==> src/rtl/port_bank_map.sv <==
module port_bank_map #(
  parameter logic [7:0] DIR_RESET  = 8'h2F,
  parameter logic [7:0] DATA_RESET = 8'h37
) (
  input  logic        clk,
  input  logic        rst_n,
  input  logic [15:0] cpu_addr,
  input  logic [7:0]  cpu_wdata,
  input  logic        cpu_we,
  output logic [7:0]  port_rdata,
  output logic        port_hit,
  input  logic [7:0]  pin_in,
  input  logic [7:0]  pin_driven,
  output logic [7:0]  pin_out,
  output logic [7:0]  pin_oe,
  output logic        sel_ram,
  output logic        sel_basic,
  output logic        sel_kernal,
  output logic        sel_char,
  output logic        sel_io
);

  logic [7:0] dir_q, dat_q, ext_lvl, lvl;
  logic in_basic, in_kern, in_win;

  always_ff @(posedge clk or negedge rst_n) begin
    if (!rst_n) begin
      dir_q <= DIR_RESET;
      dat_q <= DATA_RESET;
    end else if (cpu_we && cpu_addr[15:1] == 15'd0) begin
      if (cpu_addr[0]) dat_q <= cpu_wdata;
      else             dir_q <= cpu_wdata;
    end
  end

  assign ext_lvl = (pin_in & pin_driven) | ~pin_driven;
  assign lvl     = (dat_q & dir_q) | (ext_lvl & ~dir_q);

  assign pin_out    = dat_q;
  assign pin_oe     = dir_q;
  assign port_hit   = cpu_addr[15:1] == 15'd0;
  assign port_rdata = cpu_addr[0] ? lvl : dir_q;

  assign in_basic = cpu_addr[15:13] == 3'b101;
  assign in_kern  = cpu_addr[15:13] == 3'b111;
  assign in_win   = cpu_addr[15:12] == 4'hD;

  assign sel_basic  = !cpu_we && in_basic && lvl[0];
  assign sel_kernal = !cpu_we && in_kern  && lvl[1];
  assign sel_io     = !cpu_we && in_win   && lvl[2];
  assign sel_char   = !cpu_we && in_win   && !lvl[2];
  assign sel_ram    = !(sel_basic || sel_kernal || sel_io || sel_char);

  AST_SEL_ONEHOT: assert property (@(posedge clk) disable iff (!rst_n)
    $onehot({sel_ram, sel_basic, sel_kernal, sel_char, sel_io}));
  AST_WRITE_RAM: assert property (@(posedge clk) disable iff (!rst_n)
    cpu_we |-> sel_ram);
  AST_DIR_LOAD: assert property (@(posedge clk) disable iff (!rst_n)
    (cpu_we && cpu_addr == 16'h0000) |=> pin_oe == $past(cpu_wdata));
  AST_DATA_LOAD: assert property (@(posedge clk) disable iff (!rst_n)
    (cpu_we && cpu_addr == 16'h0001) |=> pin_out == $past(cpu_wdata));
  AST_REG_HOLD: assert property (@(posedge clk) disable iff (!rst_n)
    !(cpu_we && cpu_addr[15:1] == 15'd0) |=> $stable(pin_oe) && $stable(pin_out));
  AST_WIN_SPLIT: assert property (@(posedge clk) disable iff (!rst_n)
    (!cpu_we && in_win) |-> (sel_io || sel_char));

endmodule

==> config.mk <==
export PLATFORM = sky130hd
export DESIGN_NAME = port_bank_map
export DESIGN_NICKNAME = d
export VERILOG_FILES = /design/src/rtl/port_bank_map.sv
export SDC_FILE = /design/constraint.sdc
export NUM_CORES = 1
export LEC_CHECK = 0
export BUFFER_PORTS_ARGS = -buffer_cell sky130_fd_sc_hd__buf_2
export CORE_UTILIZATION = 39
export CTS_CLUSTER_SIZE = 16
export DETAILED_ROUTE_END_ITERATION = 7
export HOLD_SLACK_MARGIN = 0.06
export MAX_ROUTING_LAYER = met4
export PLACE_DENSITY = 0.75
export SYNTH_ARGS = -nofsm -noshare
export SYNTH_HDL_FRONTEND = slang
export SYNTH_SLANG_ARGS = --single-unit
==> constraint.sdc <==
create_clock -name clk -period 1.4 [get_ports clk]
set_input_delay 0.21 -clock clk [delete_from_list [all_inputs] [get_ports clk]]
set_output_delay 0.21 -clock clk [all_outputs]
set_load 0.02 [all_outputs]
# --- Word-level counts from Yosys, hierarchy flattened ---
# Index checks and enable logic that the tools add are counted.
classes:
  n_eq_ne: 3
  n_mux: 1
  bitwise: 8
  n_reduce_logical: 17
ops:
  columns: ["op", "n"]
  rows:
  - ["8-bit bitwise AND", 3]
  - ["8-bit NOT", 2]
  - ["8-bit OR", 2]
  - ["15-bit logical NOT", 1]
  - ["1-bit logical AND", 8]
  - ["8-bit two-way mux", 1]
  - ["3-bit equality test, second input constant", 2]
  - ["4-bit equality test, second input constant", 1]
  - ["2-bit AND reduction", 2]
  - ["1-bit logical NOT", 3]
  - ["1-bit logical OR", 3]
  - ["1-bit NOT", 1]
word_totals:
  ff_bits: 16
  inputBits: 43
  output_inout_bits: 30
  elab_cells: 31

# --- Depth between registers and ports, before layout ---
# Gate-level depths: netlist (run 1).
logic_depth:
  word_depth: 9
  depth_mapped: 5
  ltp_nobuf: 4

# --- Least setup slack after synthesis (run 1) ---
# OpenSTA, ideal clock, no wires.
synth_path:
  kind: "flip-flop to output port"
  from: "register dir_q[0], in the netlist pin_oe[0]"
  to: "output port sel_ram"
  arrival_ps: 1514
  required_time_ps: 1190
  setup_slack_ps: -324
  stages_incl_launch_ff: 4
  cell_sequence: "dfstp_2 -> a21oi_1 -> and4b_2 -> nor3b_1"
synth_via:
  elab_chain_len: 8
  word_cells_on_any_way: 9
synth_lines:
  columns: ["item", "line_no", "text"]
  rows:
  - ["start, declared", "23", "logic [7:0] dir_q, dat_q, ext_lvl, lvl;"]
  - ["start signal, assigned", "32", "else dir_q <= cpu_wdata;"]
  - ["8-bit NOT", "37", "assign lvl = (dat_q & dir_q) | (ext_lvl & ~dir_q);"]
  - ["8-bit bitwise AND", "37", null]
  - ["8-bit OR *", "37", null]
  - ["1-bit logical AND *", "48", "assign sel_basic = !cpu_we && in_basic && lvl[0];"]
  - ["net sel_basic", "17", "output logic sel_basic,"]
  - ["1-bit logical OR * (3 in a row)", "52", "assign sel_ram = !(sel_basic || sel_kernal || sel_io || sel_char);"]
  - ["1-bit logical NOT *", "52", null]
  - ["end, declared", "16", "output logic sel_ram,"]
# Mark *: on every way through the listed nets, which the timed path passes. The rest lies on a longest branch.

# --- Worst setup path after layout (run 1) ---
layout_path:
  from: "register dir_q[1], in the netlist pin_oe[1]"
  to: "output port sel_ram"
layout_via:
  elab_chain_len: 8
  word_cells_on_any_way: 9
layout_lines:
  columns: ["item", "line_no", "text"]
  rows:
  - ["8-bit NOT", "37", null]
  - ["8-bit bitwise AND", "37", null]
  - ["8-bit OR *", "37", null]
  - ["1-bit logical AND *", "49", "assign sel_kernal = !cpu_we && in_kern && lvl[1];"]
  - ["1-bit logical OR * (3 in a row)", "52", null]
  - ["1-bit logical NOT *", "52", null]
# Mark *: on every way between the ends. The rest lies on a longest branch, timed or not.

==> qor.txt, run 1 <==
Hold Crit Depth = 2
Power Total = 0.928 mW
RR Endpoint = pin_oe[2]$_DFFE_PN1P_
Kind of start point of the critical path = register
Worst Path Arrival = 1490 ps
Power per cell area = 572 nW/um^2
Commonest non-fill, non-tap cell in the layout = buf_2
Synth Register Bits = 16
Wire length on met3 = 210 um
First-pass detailed-route iteration total = 3
Crit Path Category = reg -> out
Initial antenna violation count = 0
WHS Endpoint = pin_out[6]$_DFFE_PN0P_
Number of global-route vias before repair = 996
Hold_sp = cpu_wdata[6]
Core Region = 2250 um^2
Outcome = finished with violations
Final net count = 218
Worst-path cell chain = nor3b_2 -> a21oi_2 -> and4_4 -> nor3b_4 -> buf_6
Peak VDD IR = 0.469 mV
CTS clk-pin slew, worst paths = 100 ps
Met2 wire len = 1.40 mm
Final hold violations = 0
Area grow syn2layout = 70.0%
TritonCTS clock tree = yes
Die Span Y = 51.5 um
Tot GR Track Use = 0.235
Drt drc = 0
Post-synth net total = 127
Layout cells sized above 1 = 0.759
Worst flop-to-flop path startpoint = pin_oe[2]$_DFFE_PN1P_
CP max-delay cell = dfstp_2
Least-Margin Pin Slew = 362 ps
Top Ports = 73
Post-DP HPWL = 2.20 mm
R2R Setup Slk = 450 ps
Cts bufs inserted = 3
Commonest non-fill, non-tap cells in the layout = buf_2 (61), buf_4 (18), dfstp_2 (10), mux2_2 (9), mux2_4 (9)
Crit end category = primary output
PortBufs = 72
Fin. max-slew vios = 0
First-pass GRT wire length = 4.40 mm
Setup WS post-layout = -304 ps
DIE AREA = 2650 um^2
Synth warnings = 0
Reg2reg path depth = 3
H-tree depth = 1
Antenna viol nets, final = 0
Maximum clock frequency = 587 MHz
Max Cap Violations = 0
Distinct cells, synth = 25
Worst Skew = 0 ps
Via count = 1001
Cell Area, Synth = 955 um^2
HP Class = in -> reg
Cell Rows = 17
Critical Path Max Stage Delay = 580 ps
Hold slack = 166 ps
Wire per inst = 13.9 um
Crit Path Max Fanout = 4
Grt ovf = 0
Clock Sinks = 16
Clock latency on the worst-skew pair = 280 ps
Seq/Total Area, Yosys = 0.433
Starting Density = 0.423
Met1 wire length = 1.18 mm
Tcrit/Tclk final = 1.22
Post-Route WL = 2.81 mm
Cell count after synthesis = 84
Gpl congestion = 0.682
Root Driver = clkbuf_4
Rel. slew slack = 0.758
DR iter-0 viols = 6
ANT cells = 0
Final setup fails = 8
Via density = 4.96
Clock tree buffer depth = 2
Lkg Pwr = 0.870 nW
Data required, critical path = 1190 ps
Top Layer Used = met4
Pin count of the biggest net entering global routing = 17
Mapped Avg Cell Area = 11.4 um^2
Failing checks = setup timing
Final Critical Period = 1700 ps
RSZ-0062 raised after global routing = yes
Die width = 51.5 um
==> per-layer routing <==
metal | vias up | track usage
li1 | 488 | -
met1 | 456 | 0.274
met2 | 55 | 0.411
met3 | 2 | 0.0298
met4 | 0 | 0.0856
met5 | - | -
==> synth_stat cells (all sizes together) <==
cell,instances,share of area
and4b,1,0.012
and4,2,0.020
nand2,1,0.0039
nor4b,1,0.0092
nor3,1,0.0052
nor2,2,0.010
o21ai,17,0.089
mux2i,1,0.010
nand2b,1,0.0066
nand4b,1,0.0092
nand4,1,0.0066
or2,1,0.0066
nor3b,3,0.024
buf,2,0.024
a21oi,2,0.010
nor2b,2,0.013
inv,8,0.031
dfrtp,6,0.16
mux2,18,0.24
nor4,3,0.033
dfstp,10,0.28
==> through the flow <==
| step | setup WS [ps] | TNS, ps | area [um^2] | util | std cells |
|---|---|---|---|---|---|
| 4_1_cts | -296 | -1630 | 1600 | 0.711 | 202 |
| 3_3_place_gp | -229 | -2340 | 1480 | 0.655 | 193 |
| 2_1_floorplan | -40.1 | -63.2 | 1010 | - | 84 |
| 3_5_place_dp | -286 | -3200 | 1480 | 0.655 | 193 |
| 6_report | -304 | -1430 | 1620 | 0.720 | 202 |
| 5_1_grt | -371 | -1950 | 1620 | 0.720 | 202 |
==> what timing repair did <==
item | 4_1_cts | 5_1_grt
setup endpoints to repair | 9 | 16
pin swaps | 3 | 6
hold buffers | 1 | 0
setup buffers | 4 | 1
gates resized for setup | 20 | 14
hold endpoints to repair | 6 | 0
==> critical path: cells and delay by family (launching register included) <==
family	cells	cell delay [ps]
buffers and inverters	1	120
AOI/OAI and AO/OA	1	130
DFF	1	580
and+or+nand+nor	3	380
==> sequential cells by signal, indices dropped and copies added, names as in the netlist <==
signal and cells:
pin_oe 8, pin_out 8
==> area by class of cell <==
cell class                 instances  area [um^2]
multi-input combinational         58          569
clock buffer                       4         26.3
fill                             170          632
tap                               28         35.0
timing repair buffer              88          549
sequential                        16          413
inverter                           8         30.0
==> kinds of logic (layout without fill, tap and decap cells) <==
kind of cell / after synthesis / in the layout / share of synthesized area
DFF: 16 / 16 / 0.432
and+or+nand+nor: 20 / 20 / 0.159
AOI/OAI and AO/OA: 19 / 19 / 0.0996
muxes: 19 / 19 / 0.254
buffers and inverters: 10 / 100 / 0.0550
==> where the power goes <==
part	internal, mW	switching, mW
registers	0.464	0.000152
logic	0.105	0.105
clock network	0.110	0.144
==> worst max path at each step <==
stage,start,end,depth (start not counted),slack [ps]
finish,pin_oe[1]$_DFFE_PN1P_,sel_ram,5,-300
global route,pin_oe[0]$_DFFE_PN1P_,sel_ram,5,-370
CTS,pin_oe[1]$_DFFE_PN1P_,sel_ram,5,-300
detailed placement,cpu_addr[12],pin_out[3]$_DFFE_PN0P_,6,-290
global placement,cpu_addr[3],pin_out[7]$_DFFE_PN0P_,6,-230
floorplan,pin_oe[0]$_DFFE_PN1P_,sel_ram,4,-40
No activity file was read; power rests on OpenSTA's default activity.
==> run 2: changes to the inputs <==
--- a/config.mk
+++ b/config.mk
@@ -14,2 +14,3 @@
 export PLACE_DENSITY = 0.75
+export RECOVER_POWER = 25
 export SYNTH_ARGS = -nofsm -noshare
--- a/constraint.sdc
+++ b/constraint.sdc
@@ -3,2 +3,2 @@
 set_output_delay 0.21 -clock clk [all_outputs]
-set_load 0.02 [all_outputs]
+set_load 0.05 [all_outputs]
==> qor.txt, run 2 (synthesis gave the netlist of run 1 again) <==
Cell Rows = 17 (unchanged)
Root Driver = clkbuf_4
Failing checks = setup timing
Data required, critical path = 1190 ps (about the same)
First-pass GRT wire length = 4.59 mm (+4.2%)
Worst flop-to-flop path startpoint = pin_oe[2]$_DFFE_PN1P_
Commonest non-fill, non-tap cell in the layout = buf_2
HP Class = in -> reg
NetSw = 0.309 mW (+24%)
Final setup fails = 11 (+3)
Core Region = 2250 um^2 (unchanged)
DR iter-0 viols = 4 (-2)
PortBufs = 72 (unchanged)
Power Internal = 0.748 mW (+10%)
Via density = 5.05 (+1.9%)
Final hold violations = 0 (unchanged)
Fin cells = 205 (+1.5%)
Tot GR Track Use = 0.245 (+0.00996)
Top Ports = 73 (unchanged)
Clock latency on the worst-skew pair = 290 ps (about the same)
RSZ-0062 raised after global routing = yes
Worst-path cell chain = nor3b_2 -> a21oi_2 -> and4b_4 -> nor3b_4 -> buf_6
Die Span Y = 51.5 um (unchanged)
Post-DP HPWL = 2.15 mm (-2.0%)
R2R Setup Slk = 420 ps (-30 ps)
Rel. slew slack = 0.415 (-0.343)
WHS Endpoint = pin_out[0]$_DFFE_PN1P_
CP Launch Point = pin_oe[0]$_DFFE_PN1P_
Crit end category = primary output
Reg2reg path depth = 3 (unchanged)
Kind of start point of the critical path = register
Combinational Power Share = 0.268 (+0.042)
Die width = 51.5 um (unchanged)
Final net count = 221 (+1.4%)
DIE AREA = 2650 um^2 (unchanged)
RR Endpoint = pin_oe[2]$_DFFE_PN1P_
Area grow syn2layout = 89.1%
Via count = 1035 (+3.4%)
Peak VDD IR = 0.501 mV (+7.0%)
Starting Density = 0.423 (unchanged)
Drt drc = 0 (unchanged)
Number of global-route vias before repair = 1087 (+9.1%)
Fin. max-slew vios = 0 (unchanged)
Gpl congestion = 0.664 (-2.7%)
First-pass detailed-route iteration total = 4 (+1)
Crit Path Max Fanout = 3 (-1)
Layout cells sized above 1 = 0.836 (+0.0775)
Worst Path Arrival = 1590 ps (+100 ps)
CP max-delay cell = dfstp_4
CTS clk-pin slew, worst paths = 90 ps (about the same)
Sw Share = 0.293 (+0.0246)
Hold Crit Depth = 2 (unchanged)
Commonest non-fill, non-tap cells in the layout = buf_2 (52), buf_4 (17), buf_6 (11), o21ai_2 (10), mux2_4 (10)
Worst Skew = 0 ps (unchanged)
Maximum clock frequency = 556 MHz (-5.3%)
Layout Utilization = 0.801 (+0.0810)
# fillers = 151 (-11%)
Worst path top cell family by delay = flip-flops
H-tree depth = 1 (unchanged)
Outcome = finished with violations
Clk pwr share = 0.293 (+0.019)
Lkg Pwr = 0.916 nW (+5.3%)
Power Total = 1.06 mW (+14%)
Cts bufs inserted = 3 (unchanged)
Dpl cells = 195 (+1.0%)
TritonCTS clock tree = yes
Setup WS post-layout = -399 ps (-94.5 ps)
Pin count of the biggest net entering global routing = 17 (unchanged)
Power per cell area = 585 nW/um^2 (+2.4%)
Clock tree buffer depth = 2 (unchanged)
ANT cells = 0 (unchanged)
Clock Sinks = 16 (unchanged)
WP buf/inv = 1 (unchanged)
Hold_sp = cpu_wdata[0]
Tcrit/Tclk final = 1.28 (+0.0675)
Post-Route WL = 2.99 mm (+6.7%)
Final Critical Period = 1800 ps (+94.5 ps)
Max Cap Violations = 0 (unchanged)
Wire per inst = 14.6 um (+5.1%)
Least-Margin Pin Slew = 877 ps (+514 ps)
Sequential power share = 0.439 (-0.061)
Setup TNS = -2360 ps (-931 ps)
Critical Path Max Stage Delay = 640 ps (+60 ps)
Grt ovf = 0 (unchanged)
Crit Path Category = reg -> out
Antenna viol nets, final = 0 (unchanged)
Hold slack = 157 ps (-9.23 ps)
Initial antenna violation count = 0 (unchanged)
-- run 2: metal layers --
metal	global-route usage	wire length [um]	vias up
li1	-	-	495
met1	0.269	1180	480
met2	0.448	1580	56
met3	0.0357	215	4
met4	0.0811	23	0
met5	-	0	-
-- run 2: power groups by stage --
stage / sequential, mW / clock (mW) / combinational, mW
2_1_floorplan: 0.472 / 0 / 0.127
5_1_grt: 0.464 / 0.348 / 0.300
3_5_place_dp: 0.471 / 0 / 0.247
3_3_place_gp: 0.471 / 0 / 0.241
4_1_cts: 0.464 / 0.317 / 0.274
6_report: 0.464 / 0.310 / 0.283
-- run 2: area by class of cell --
| class | count | area (um^2) | area share |
|---|---|---|---|
| Multi-Input combinational cell | 58 | 633 | 0.351 |
| Clock buffer | 4 | 36.3 | 0.0201 |
| Inverter | 8 | 30.0 | 0.0166 |
| Tap cell | 28 | 35.0 | 0.0194 |
| Timing Repair Buffer | 91 | 651 | 0.360 |
| Sequential cell | 16 | 420 | 0.233 |
-- run 2: how the worst max path moves through the flow --
stage / end / slack [ps] / cells past startpoint
6_report: sel_ram / -400 / 5
5_1_grt: sel_ram / -460 / 5
4_1_cts: sel_ram / -390 / 5
3_5_place_dp: pin_out[6]$_DFFE_PN0P_ / -250 / 6
3_3_place_gp: pin_out[3]$_DFFE_PN0P_ / -230 / 6
2_1_floorplan: sel_ram / -340 / 3
-- run 2: through the flow --
stage                     setup slack (ps)  cell area (um^2)
after global routing                  -463              1810
after global placement                -228              1560
after detailed placement              -247              1560
after CTS                             -393              1780
after floorplan                       -343              1080
final                                 -399              1810
-- run 2: timing repair --
| action | CTS | global route |
|---|---|---|
| setup buffers | 4 | 2 |
| endpoints found under the setup margin | 17 | 18 |
| gates cloned | 0 | 0 |
| pin swaps | 1 | 0 |
| hold buffers | 1 | 0 |
| gates resized for setup | 46 | 10 |
| endpoints found under the hold margin | 6 | 0 |
==> run 3: changes to the inputs <==
Settings changed: BUFFER_PORTS_ARGS -buffer_cell sky130_fd_sc_hd__buf_2 to default, CORE_UTILIZATION 39 to 45, DONT_BUFFER_PORTS from default to 1, PLACE_DENSITY 0.75 to 0.56.
==> qor.txt, run 3 (synthesis gave the netlist of run 1 again) <==
First-pass GRT wire length = 2.86 mm (-38%)
Peak VDD IR = 0.637 mV (+27%)
Kind of start point of the critical path = register
Gr busiest metal = met2
Area grow syn2layout = 62.0%
Power Total = 0.964 mW (-8.8%)
Commonest non-fill, non-tap cells in the layout = buf_4 (23), mux2_4 (10), mux2_2 (8), dfstp_2 (8), o21ai_0 (7)
Via density = 5.51 (+9.2%)
Via count = 827 (-20%)
Power per cell area = 623 nW/um^2 (+6.5%)
Clock latency on the worst-skew pair = 280 ps (about the same)
Post-Route WL = 2.30 mm (-23%)
Sequential power share = 0.481 (+0.042)
Worst-path cell chain = nor3b_4 -> a21oi_2 -> and4_4 -> nor3b_4 -> buf_12
Root Driver = clkbuf_4
Core Region = 1980 um^2 (-12%)
Met2 GRT Util = 0.338 (-0.110)
TritonCTS clock tree = yes
Post-DP HPWL = 1.77 mm (-18%)
Hold_sp = cpu_wdata[5]
Final net count = 167 (-24%)
Pin count of the biggest net entering global routing = 17 (unchanged)
GR met3 Demand/Resource = 0.0377 (+0.00202)
First-pass detailed-route iteration total = 3 (-1)
Max Cap Violations = 0 (unchanged)
Starting Density = 0.482 (+0.0583)
Clock tree buffer depth = 2 (unchanged)
DR iter-0 viols = 6 (+2)
Worst flop-to-flop path startpoint = pin_oe[5]$_DFFE_PN1P_
Initial antenna violation count = 0 (unchanged)
Layout cells sized above 1 = 0.724 (-0.113)
Gpl congestion = 0.619 (-6.8%)
Least-Margin Pin Slew = 703 ps (-173 ps)
Combinational Power Share = 0.209 (-0.059)
Critical Path Max Stage Delay = 660 ps (+20 ps)
CP max-delay cell = dfstp_4
Tot GR Track Use = 0.194 (-0.0512)
Lkg Pwr = 0.691 nW (-25%)
Crit Path Max Fanout = 4 (+1)
Clock Sinks = 16 (unchanged)
Data required, critical path = 1190 ps (about the same)
Fin. max-slew vios = 0 (unchanged)
Rel. slew slack = 0.529 (+0.114)
Placed cell areas = 1390 um^2 (-11%)
Final setup fails = 8 (-3)
ANT cells = 0 (unchanged)
GR Layer Usage met1 = 0.206 (-0.0633)
Power Internal = 0.709 mW (-5.2%)
PortBufs = 0 (-100%)
H-tree depth = 1 (unchanged)
Dpl cells = 140 (-28%)
FF/Latch Area = 420 um^2 (unchanged)
Setup WS post-layout = -412 ps (-13.3 ps)
Die Span Y = 48.1 um (-6.6%)
Post-route cell area = 1550 um^2 (-14%)
Antenna viol nets, final = 0 (unchanged)
Failing checks = setup timing
Wire per inst = 15.3 um (+4.9%)
Top Ports = 73 (unchanged)
Commonest non-fill, non-tap cell in the layout = buf_4
Drt drc = 0 (unchanged)
Fin cells = 150 (-27%)
CP Launch Point = pin_oe[1]$_DFFE_PN1P_
Crit Path Category = reg -> out
DIE AREA = 2310 um^2 (-13%)
Clk pwr share = 0.310 (+0.017)
Final hold violations = 0 (unchanged)
Final Critical Period = 1810 ps (+13.3 ps)
Tcrit/Tclk final = 1.29 (+0.00947)
# fillers = 122 (-19%)
RSZ-0062 raised after global routing = yes
Crit end category = primary output
Die width = 48.1 um (-6.6%)
Sw Share = 0.265 (-0.0278)
Outcome = finished with violations
Place WS = -111 ps (+136 ps)
HP Class = in -> reg
Hold slack = 71.5 ps (-85.5 ps)
Multi-input logic area = 656 um^2 (+3.6%)
Cell Rows = 16 (-1)
Number of global-route vias before repair = 723 (-33%)
NetSw = 0.255 mW (-17%)
CP most frequent cell = nor3b_4
Worst Skew = 0 ps (unchanged)
CTS clk-pin slew, worst paths = 90 ps (about the same)
Worst Path Arrival = 1600 ps (about the same)
Cts bufs inserted = 3 (unchanged)
Grt ovf = 0 (unchanged)
Maximum clock frequency = 552 MHz (-0.73%)
run 3: changes by cell type in the layout (fill, tap and decap cells not counted), sizes merged:
cell / previous run / this run
buf: 87 / 31
clkbuf: 7 / 4
dlygate4sd3: 1 / 6
run 3: layout make-up:
| type | instances | share of cell area |
|---|---|---|
| inverters | 8 | 0.0194 |
| flip-flops and latches | 16 | 0.272 |
| well taps | 27 | 0.0218 |
| multi-input cells | 58 | 0.424 |
| clock buffers | 4 | 0.0235 |
| repair buffers | 37 | 0.239 |
run 3: power groups by stage:
stage / logic (mW) / registers (mW) / clock network [mW]
3_3_place_gp: 0.167 / 0.471 / 0
5_1_grt: 0.213 / 0.464 / 0.321
2_1_floorplan: 0.127 / 0.472 / 0
3_5_place_dp: 0.168 / 0.471 / 0
4_1_cts: 0.196 / 0.463 / 0.313
6_report: 0.201 / 0.463 / 0.299
run 3: path summary, 6_finish.rpt:
check / cells past startpoint / slack [ps] / to
setup / recovery: 5 / -410 / sel_ram
hold / removal: 1 / 70 / pin_oe[5]$_DFFE_PN1P_
setup reg to reg: 2 / 380 / pin_oe[5]$_DFFE_PN1P_
hold reg to reg: 1 / 590 / pin_oe[7]$_DFFE_PN0P_
max in group asynchronous: 1 / 540 / pin_oe[6]$_DFFE_PN0P_
min in group asynchronous: 1 / 410 / pin_out[3]$_DFFE_PN0P_
run 3: per-stage QoR:
stage / util / TNS (ps)
2_1_floorplan: - / -690
3_3_place_gp: 0.699 / -722
3_5_place_dp: 0.699 / -864
4_1_cts: 0.765 / -2160
5_1_grt: 0.780 / -2440
6_report: 0.780 / -2030
run 3: routing by layer:
layer  part of all wire  wire (um)
met5                  0          0
met4             0.0061         14
met3              0.092        212
met2               0.51       1160
met1               0.39        906
run 3: worst max-delay path, delay by kind of cell, from the launching register on:
kind,cells,cell delay (ps)
AND/OR/NAND/NOR,3,360
AO/OA/AOI/OAI,1,150
buffers and inverters,1,140
flip-flops,1,660
run 3: timing repair:
item / in CTS / in global routing
resized for setup: 10 / 8
pin swaps: 0 / 0
endpoints found under the setup margin: 11 / 10
setup buffers: 0 / 1
hold endpoints to repair: 21 / 0
hold buffers: 6 / 0
